===== src/rtl/tri_pkg.sv =====
package tri_pkg;
  typedef enum logic {DIR_UP = 1'b0, DIR_DN = 1'b1} dir_e;
  localparam int unsigned CW  = 16;
  localparam int unsigned NPH = 3;
endpackage


===== src/rtl/tri_bounds.sv =====
module tri_bounds #(
  parameter int unsigned W = 16
) (
  input  logic [W-1:0] dead_time,
  input  logic [W-1:0] period,
  output logic [W-1:0] floor_v,
  output logic [W-1:0] ceil_v
);
  always_comb begin
    floor_v = {dead_time[W-2:0], 1'b0};
    ceil_v  = period + floor_v;
  end
endmodule


===== src/rtl/tri_counter.sv =====
module tri_counter
  import tri_pkg::*;
#(
  parameter int unsigned W = 16
) (
  input  logic         clk,
  input  logic         rst_n,
  input  logic         run,
  input  logic [W-1:0] floor_v,
  input  logic [W-1:0] ceil_v,
  output logic [W-1:0] cnt_o,
  output dir_e         dir_o,
  output logic         arr_dn_o,
  output logic         active_o
);
  logic [W-1:0] cnt_q, cnt_d;
  dir_e         dir_q, dir_d;
  logic         arr_dn_q, arr_dn_d;
  logic         act_q, act_d;
  logic         upd;
  logic [W-1:0] inc_v, dec_v;

  always_comb begin
    inc_v    = cnt_q + 1'b1;
    dec_v    = cnt_q - 1'b1;
    cnt_d    = cnt_q;
    dir_d    = dir_q;
    arr_dn_d = arr_dn_q;
    act_d    = run;
    if (!run) begin
      cnt_d    = floor_v;
      dir_d    = DIR_UP;
      arr_dn_d = 1'b0;
    end else if (dir_q == DIR_UP) begin
      cnt_d    = inc_v;
      arr_dn_d = 1'b0;
      if (inc_v == ceil_v) dir_d = DIR_DN;
    end else begin
      cnt_d    = dec_v;
      arr_dn_d = 1'b1;
      if (dec_v == floor_v) dir_d = DIR_UP;
    end
  end

  assign upd = run | act_q | (dir_q == DIR_DN) | (cnt_q != floor_v);

  always_ff @(posedge clk or negedge rst_n) begin
    if (!rst_n) begin
      cnt_q    <= '0;
      dir_q    <= DIR_UP;
      arr_dn_q <= 1'b0;
      act_q    <= 1'b0;
    end else if (upd) begin
      cnt_q    <= cnt_d;
      dir_q    <= dir_d;
      arr_dn_q <= arr_dn_d;
      act_q    <= act_d;
    end
  end

  assign cnt_o    = cnt_q;
  assign dir_o    = dir_q;
  assign arr_dn_o = arr_dn_q;
  assign active_o = act_q;

  // a stop loads the floor on the next edge
  a_r1_stop_load: assert property (@(posedge clk) disable iff (!rst_n)
    !run |=> (cnt_q == $past(floor_v) && dir_q == DIR_UP));
  // upward steps are +1
  a_r2_up_step: assert property (@(posedge clk) disable iff (!rst_n)
    (run && dir_q == DIR_UP) |=> (cnt_q == $past(cnt_q) + 1'b1));
  // downward steps are -1
  a_r3_dn_step: assert property (@(posedge clk) disable iff (!rst_n)
    (run && dir_q == DIR_DN) |=> (cnt_q == $past(cnt_q) - 1'b1));
  // the turn to down happens only on the ceiling
  a_r3_turn_at_ceiling: assert property (@(posedge clk) disable iff (!rst_n)
    $rose(dir_q == DIR_DN) |-> (cnt_q == ceil_v));
  // the turn to up happens only on the floor
  a_r4_turn_at_floor: assert property (@(posedge clk) disable iff (!rst_n)
    $fell(dir_q == DIR_DN) |-> (cnt_q == floor_v));
  // a running count stays between floor and ceiling
  a_r4_in_range: assert property (@(posedge clk) disable iff (!rst_n)
    (run && act_q) |-> (cnt_q >= floor_v && cnt_q <= ceil_v));
endmodule


===== src/rtl/tri_compare.sv =====
module tri_compare #(
  parameter int unsigned W   = 16,
  parameter int unsigned NPH = 3
) (
  input  logic           clk,
  input  logic           rst_n,
  input  logic [W-1:0]   cnt,
  input  logic           arr_dn,
  input  logic           active,
  input  logic [W-1:0]   floor_v,
  input  logic [NPH*W-1:0] cmp_both,
  input  logic [NPH*W-1:0] cmp_up,
  input  logic [NPH*W-1:0] cmp_dn,
  input  logic [W-1:0]   peak_val,
  output logic [NPH-1:0] hit_both,
  output logic [NPH-1:0] hit_up,
  output logic [NPH-1:0] hit_dn,
  output logic           hit_peak,
  output logic           hit_floor
);
  logic up_ok, dn_ok;

  always_comb begin
    up_ok = active & ~arr_dn;
    dn_ok = active &  arr_dn;
  end

  for (genvar i = 0; i < NPH; i++) begin : g_phase
    always_comb begin
      hit_both[i] = active & (cnt == cmp_both[i*W +: W]);
      hit_up[i]   = up_ok  & (cnt == cmp_up[i*W +: W]);
      hit_dn[i]   = dn_ok  & (cnt == cmp_dn[i*W +: W]);
    end
  end

  always_comb begin
    hit_peak  = up_ok & (cnt == peak_val);
    hit_floor = dn_ok & (cnt == floor_v);
  end

  // up-set and down-set strobes never fire together
  a_r8_sets_exclusive: assert property (@(posedge clk) disable iff (!rst_n)
    !((|hit_up || hit_peak) && (|hit_dn || hit_floor)));
  // a floor strobe is followed by an upward value
  a_r10_floor_then_up: assert property (@(posedge clk) disable iff (!rst_n)
    hit_floor |=> (!arr_dn || !active));
endmodule


===== src/rtl/tri_carrier.sv =====
module tri_carrier
  import tri_pkg::*;
#(
  parameter int unsigned W   = CW,
  parameter int unsigned NPH = tri_pkg::NPH
) (
  input  logic             clk,
  input  logic             rst_n,
  input  logic             run,
  input  logic [W-1:0]     dead_time,
  input  logic [W-1:0]     period,
  input  logic [NPH*W-1:0] cmp_both,
  input  logic [NPH*W-1:0] cmp_up,
  input  logic [NPH*W-1:0] cmp_dn,
  input  logic [W-1:0]     peak_val,
  output logic [W-1:0]     count,
  output logic             count_dn,
  output logic [NPH-1:0]   hit_both,
  output logic [NPH-1:0]   hit_up,
  output logic [NPH-1:0]   hit_dn,
  output logic             hit_peak,
  output logic             hit_floor
);
  logic [1:0]   rst_sync_q;
  logic         rst_s_n;
  logic [W-1:0] floor_v, ceil_v, cnt;
  dir_e         dir;
  logic         arr_dn, active;

  always_ff @(posedge clk or negedge rst_n) begin
    if (!rst_n) rst_sync_q <= 2'b00;
    else        rst_sync_q <= {rst_sync_q[0], 1'b1};
  end
  assign rst_s_n = rst_sync_q[1];

  tri_bounds #(.W(W)) u_bounds (
    .dead_time(dead_time), .period(period),
    .floor_v(floor_v), .ceil_v(ceil_v)
  );

  tri_counter #(.W(W)) u_counter (
    .clk(clk), .rst_n(rst_s_n), .run(run),
    .floor_v(floor_v), .ceil_v(ceil_v),
    .cnt_o(cnt), .dir_o(dir), .arr_dn_o(arr_dn), .active_o(active)
  );

  tri_compare #(.W(W), .NPH(NPH)) u_compare (
    .clk(clk), .rst_n(rst_s_n), .cnt(cnt), .arr_dn(arr_dn), .active(active),
    .floor_v(floor_v), .cmp_both(cmp_both), .cmp_up(cmp_up), .cmp_dn(cmp_dn),
    .peak_val(peak_val), .hit_both(hit_both), .hit_up(hit_up), .hit_dn(hit_dn),
    .hit_peak(hit_peak), .hit_floor(hit_floor)
  );

  assign count    = cnt;
  assign count_dn = (dir == DIR_DN);

  // nothing strobes in the first cycle after a stop
  a_r1_quiet_stopped: assert property (@(posedge clk) disable iff (!rst_s_n)
    !run |=> (hit_both == '0 && hit_up == '0 && hit_dn == '0 && !hit_peak && !hit_floor));
endmodule


===== config.mk =====
export PLATFORM = sky130hd
export DESIGN_NAME = tri_carrier
export DESIGN_NICKNAME = d
export VERILOG_FILES = /design/src/rtl/tri_pkg.sv /design/src/rtl/tri_bounds.sv /design/src/rtl/tri_counter.sv /design/src/rtl/tri_compare.sv /design/src/rtl/tri_carrier.sv
export SDC_FILE = /design/constraint.sdc
export NUM_CORES = 1
export LEC_CHECK = 0
export ABC_AREA = 1
export CAP_MARGIN = 20
export CORE_UTILIZATION = 50
export CTS_CLUSTER_DIAMETER = 60
export DETAILED_ROUTE_END_ITERATION = 12
export HOLD_SLACK_MARGIN = 0.12
export PLACE_DENSITY = 0.95
export SETUP_SLACK_MARGIN = 0.3
export SYNTH_ARGS = -nofsm -noshare
export SYNTH_HDL_FRONTEND = slang
export SYNTH_HIERARCHICAL = 1
export SYNTH_SLANG_ARGS = --single-unit

===== constraint.sdc =====
create_clock -name clk -period 3.25 [get_ports clk]
set_clock_uncertainty 0.05 [all_clocks]
set_input_delay 0.325 -clock clk [delete_from_list [all_inputs] [get_ports clk]]
set_output_delay 0.325 -clock clk [all_outputs]
set_load 0.02 [all_outputs]

==> summary.txt <==
Global route
  • First-pass GRT wire length: about 40000 um
  • Vias in the first global route: around 8300
  • Total gr overflow: 0
  • Largest net degree at the start of global routing: 21
  • Aggregate global-route resource usage: 38.9%
  • Antenna violations before repair: 1

Logic synthesis
  • Top-area cell type share of the netlist area: roughly 30%
  • Synth cell types: 38
  • Post-Syn Area: 6500 sq um
  • Post-synth EDFFs: 0
  • Dominant synthesized flop cell: dfrtp_1
  • Post-Syn Nets: approximately 1500
  • Avg Cell Area, Syn: about 5.1 sq um
  • Syn Inst Count: 1279
  • Area leader, netlist: nand2_1
  • Yosys reg bits: 21
  • Synth async-reset ratio: between 90% and 100%
  • Register area share after synthesis: a little over 8%
  • Largest cells by area after synthesis: nand2_1 30%, inv_1 12%, nor2_1 8.8%
  • Yosys Warn Count: 6

Timing
  • Final min period: approximately 2.8 ns
  • RSZ-0062 raised after global routing: no
  • Setup_tns: 0 ns
  • Final setup violation count: 0
  • F_max: between 300 and 400 MHz
  • Hold Violations, Final: 0
  • Period utilization: between 80 and 90%
  • Worst slew margin: between 40 and 50%
  • Final slew viol count: 0
  • Slew of the pin with the lowest slew margin: 0.889 ns
  • Final worst setup slack: approximately 0.43 ns

Worst setup path
  • Worst Reg2Reg Path Length in Cells: 13
  • WP data required: approximately 2.9 ns
  • Critical path cell sequence: clkinvlp_4, nand2_1, nand2_1, nor2_1, nand2_1, nor2_1, nand2_1, nor2_1, clkdlybuf4s50_1
  • Cell depth of the worst setup path: 9
  • CP Class: reg2out
  • Cell mode on critical path: nand2_1
  • Setup crit end kind: output port
  • WP buf/inv: 2
  • Crit path max fanout: 20
  • Element type at the critical path start: flop
  • Top Family by Delay on Critical Path: buffers and inverters
  • CP max stage delay: approximately 0.62 ns
  • Slowest-stage cell, CP: clkdlybuf4s50_1
  • Crit path DAT: 2.44 ns

Layout
  • Area Overhead vs Synth: 34.8%
  • Layout cells sized above 1: between 4 and 5%
  • # fillers: ~1100
  • Fin nets: about 1700

Drt
  • Via density per instance: approximately 5.4
  • Total wire length: 27000 um
  • Vias: just under 9000
  • DR WL/cell: approximately 16 um
  • Drt pass-1 iters: 8
  • Number of remaining DRC errors: 0
  • Initial DRC count: ~900
  • Antenna Nets Post-Route: 0

Clocking
  • Clk_lat worst skew: roughly 0.26 ns
  • H-Tree Depth: 1
  • Clock Path Buffers: 2
  • CTS tree: built
  • Post-CTS Setup Repair Bufs: 0
  • Clock transition at the registers of the reported paths: around 0.060 ns
  • Num CTS Buffers: 3
  • CTS root buffer: clkbuf_16
  • # clock sinks: 21

Die
  • Io pins: roughly 220
  • Die H: about 120 um
  • Cell row count: 41
  • Die area: 13500 sq um
  • Initial Util: 51.3%
  • Die Width: about 120 um
  • Core ar.: 12700 sq um

Placement
  • # port buffers: ~220
  • Placer Congestion: 0.967
  • DP HPWL: about 21000 um
  • DP Worst Slack: 0.368 ns

Pwr
  • LEAKAGE: 4.71 nW
  • Pwr Density: 242 nW/um^2
  • VDD IR max: roughly 130 uV

Flow run
  • Max-Cap Viols: 0

Run status
  • Status: finished, final reports clean

Worst hold path
  • Hold Path Class: in2async
## state kept, by name (all words and copies together), names as in the netlist
| register | cells |
|---|---|
| u_counter/arr_dn_o | 1 |
| u_counter/dir_o | 1 |
| rst_sync_q | 2 |
| u_counter/active_o | 1 |
| u_counter/cnt_o | 16 |
## cell families (layout without fill, tap and decap cells)
| group | count (synthesis) | in the layout | synth area share, % |
|---|---|---|---|
| simple gates | 799 | 799 | 50.6 |
| fa+ha+maj | 17 | 17 | 3.39 |
| xor+xnor | 75 | 75 | 10.1 |
| compound gates | 82 | 82 | 8.01 |
| other cells | 2 | 3 | 0.116 |
| flops | 21 | 21 | 8.08 |
| buf+inv | 283 | 474 | 19.7 |
## stage by stage
step	power (mW)	area [sq um]	std cells	hold slack [ns]	util, %
after floorplan	1.27	6500	1279	-0.0206	-
after global placement	1.77	8680	1638	0.284	68.5
after detailed placement	1.80	8680	1638	0.287	68.5
after CTS	2.07	8750	1642	0.186	69.1
after global routing	2.26	8760	1642	0.186	69.2
final	2.12	8760	1643	0.182	69.2
## per-layer routing
metal | global-route usage (%) | up-vias | part of all wire (%)
li1 | - | 4234 | -
met2 | 64.5 | 621 | 45
met4 | 31.3 | 0 | 7.8
met3 | 12.4 | 169 | 13
met5 | 0 | - | 0
met1 | 40.7 | 3860 | 34
## report_power, final
part	switching, mW	internal (mW)
logic	0.876	0.636
registers	0.0557	0.284
clock network	0.101	0.167
## worst reg2reg max path, delay by kind of cell (launching register included)
family	cells	cell delay, ns
AO/OA/AOI/OAI	1	0.13
buffers and inverters	1	0.37
flip-flops	1	0.59
AND/OR/NAND/NOR	11	1.10
## placed cells by master, fill, tap and decap left out, drive strengths merged, types with 21 or more instances in the layout
| cell type | n |
|---|---|
| nand2 | 525 |
| xor2 | 45 |
| inv | 224 |
| nand3 | 77 |
| o21ai | 24 |
| nor2 | 164 |
| o22ai | 24 |
| clkdlybuf4s50 | 221 |
| dfrtp | 21 |
| xnor2 | 30 |
| buf | 24 |
## Yosys cell counts, types with 9 or more instances
| master | number |
|---|---|
| buf_4 | 24 |
| nand3_1 | 75 |
| a21oi_1 | 15 |
| nor2_1 | 152 |
| nand2_1 | 514 |
| o21ai_0 | 22 |
| o221ai_1 | 9 |
| xor2_1 | 45 |
| buf_6 | 14 |
| o22ai_1 | 24 |
| ha_1 | 16 |
| buf_2 | 15 |
| nand2_2 | 9 |
| dfrtp_1 | 21 |
| inv_1 | 215 |
| xnor2_1 | 30 |
| nand4_1 | 18 |
| inv_2 | 9 |
## final cells by class
| cell class | count | area, sq um | share of cell area (%) |
|---|---|---|---|
| sequential | 21 | 529 | 6.04 |
| multi-input combinational | 975 | 4700 | 53.6 |
| clock buffer | 4 | 78.8 | 0.899 |
| antenna | 1 | 2.50 | 0.0286 |
| timing repair buffer | 245 | 2390 | 27.3 |
| tap | 172 | 215 | 2.46 |
| inverter | 225 | 851 | 9.71 |
## path summary, 6_finish.rpt
kind / start / to / slack (ns)
min in group clk: rst_sync_q[0] / rst_sync_q[1] / 0.31
worst min register to register: rst_sync_q[0] / rst_sync_q[1] / 0.31
worst max-delay path: u_counter/cnt_o[1] / hit_both[0] / 0.43
worst max register to register: u_counter/cnt_o[4] / u_counter/dir_o / 0.96
max in group asynchronous: rst_sync_q[1] / u_counter/cnt_o[9] / 2.23
worst min-delay path: rst_n / rst_sync_q[0] / 0.18
## repair_timing
item / 4_1_cts / 5_1_grt
hold buffers: 0 / 0
setup endpoints to repair: 0 / 6
gates resized for setup: 0 / 4
No activity file was read; power rests on OpenSTA's default activity.
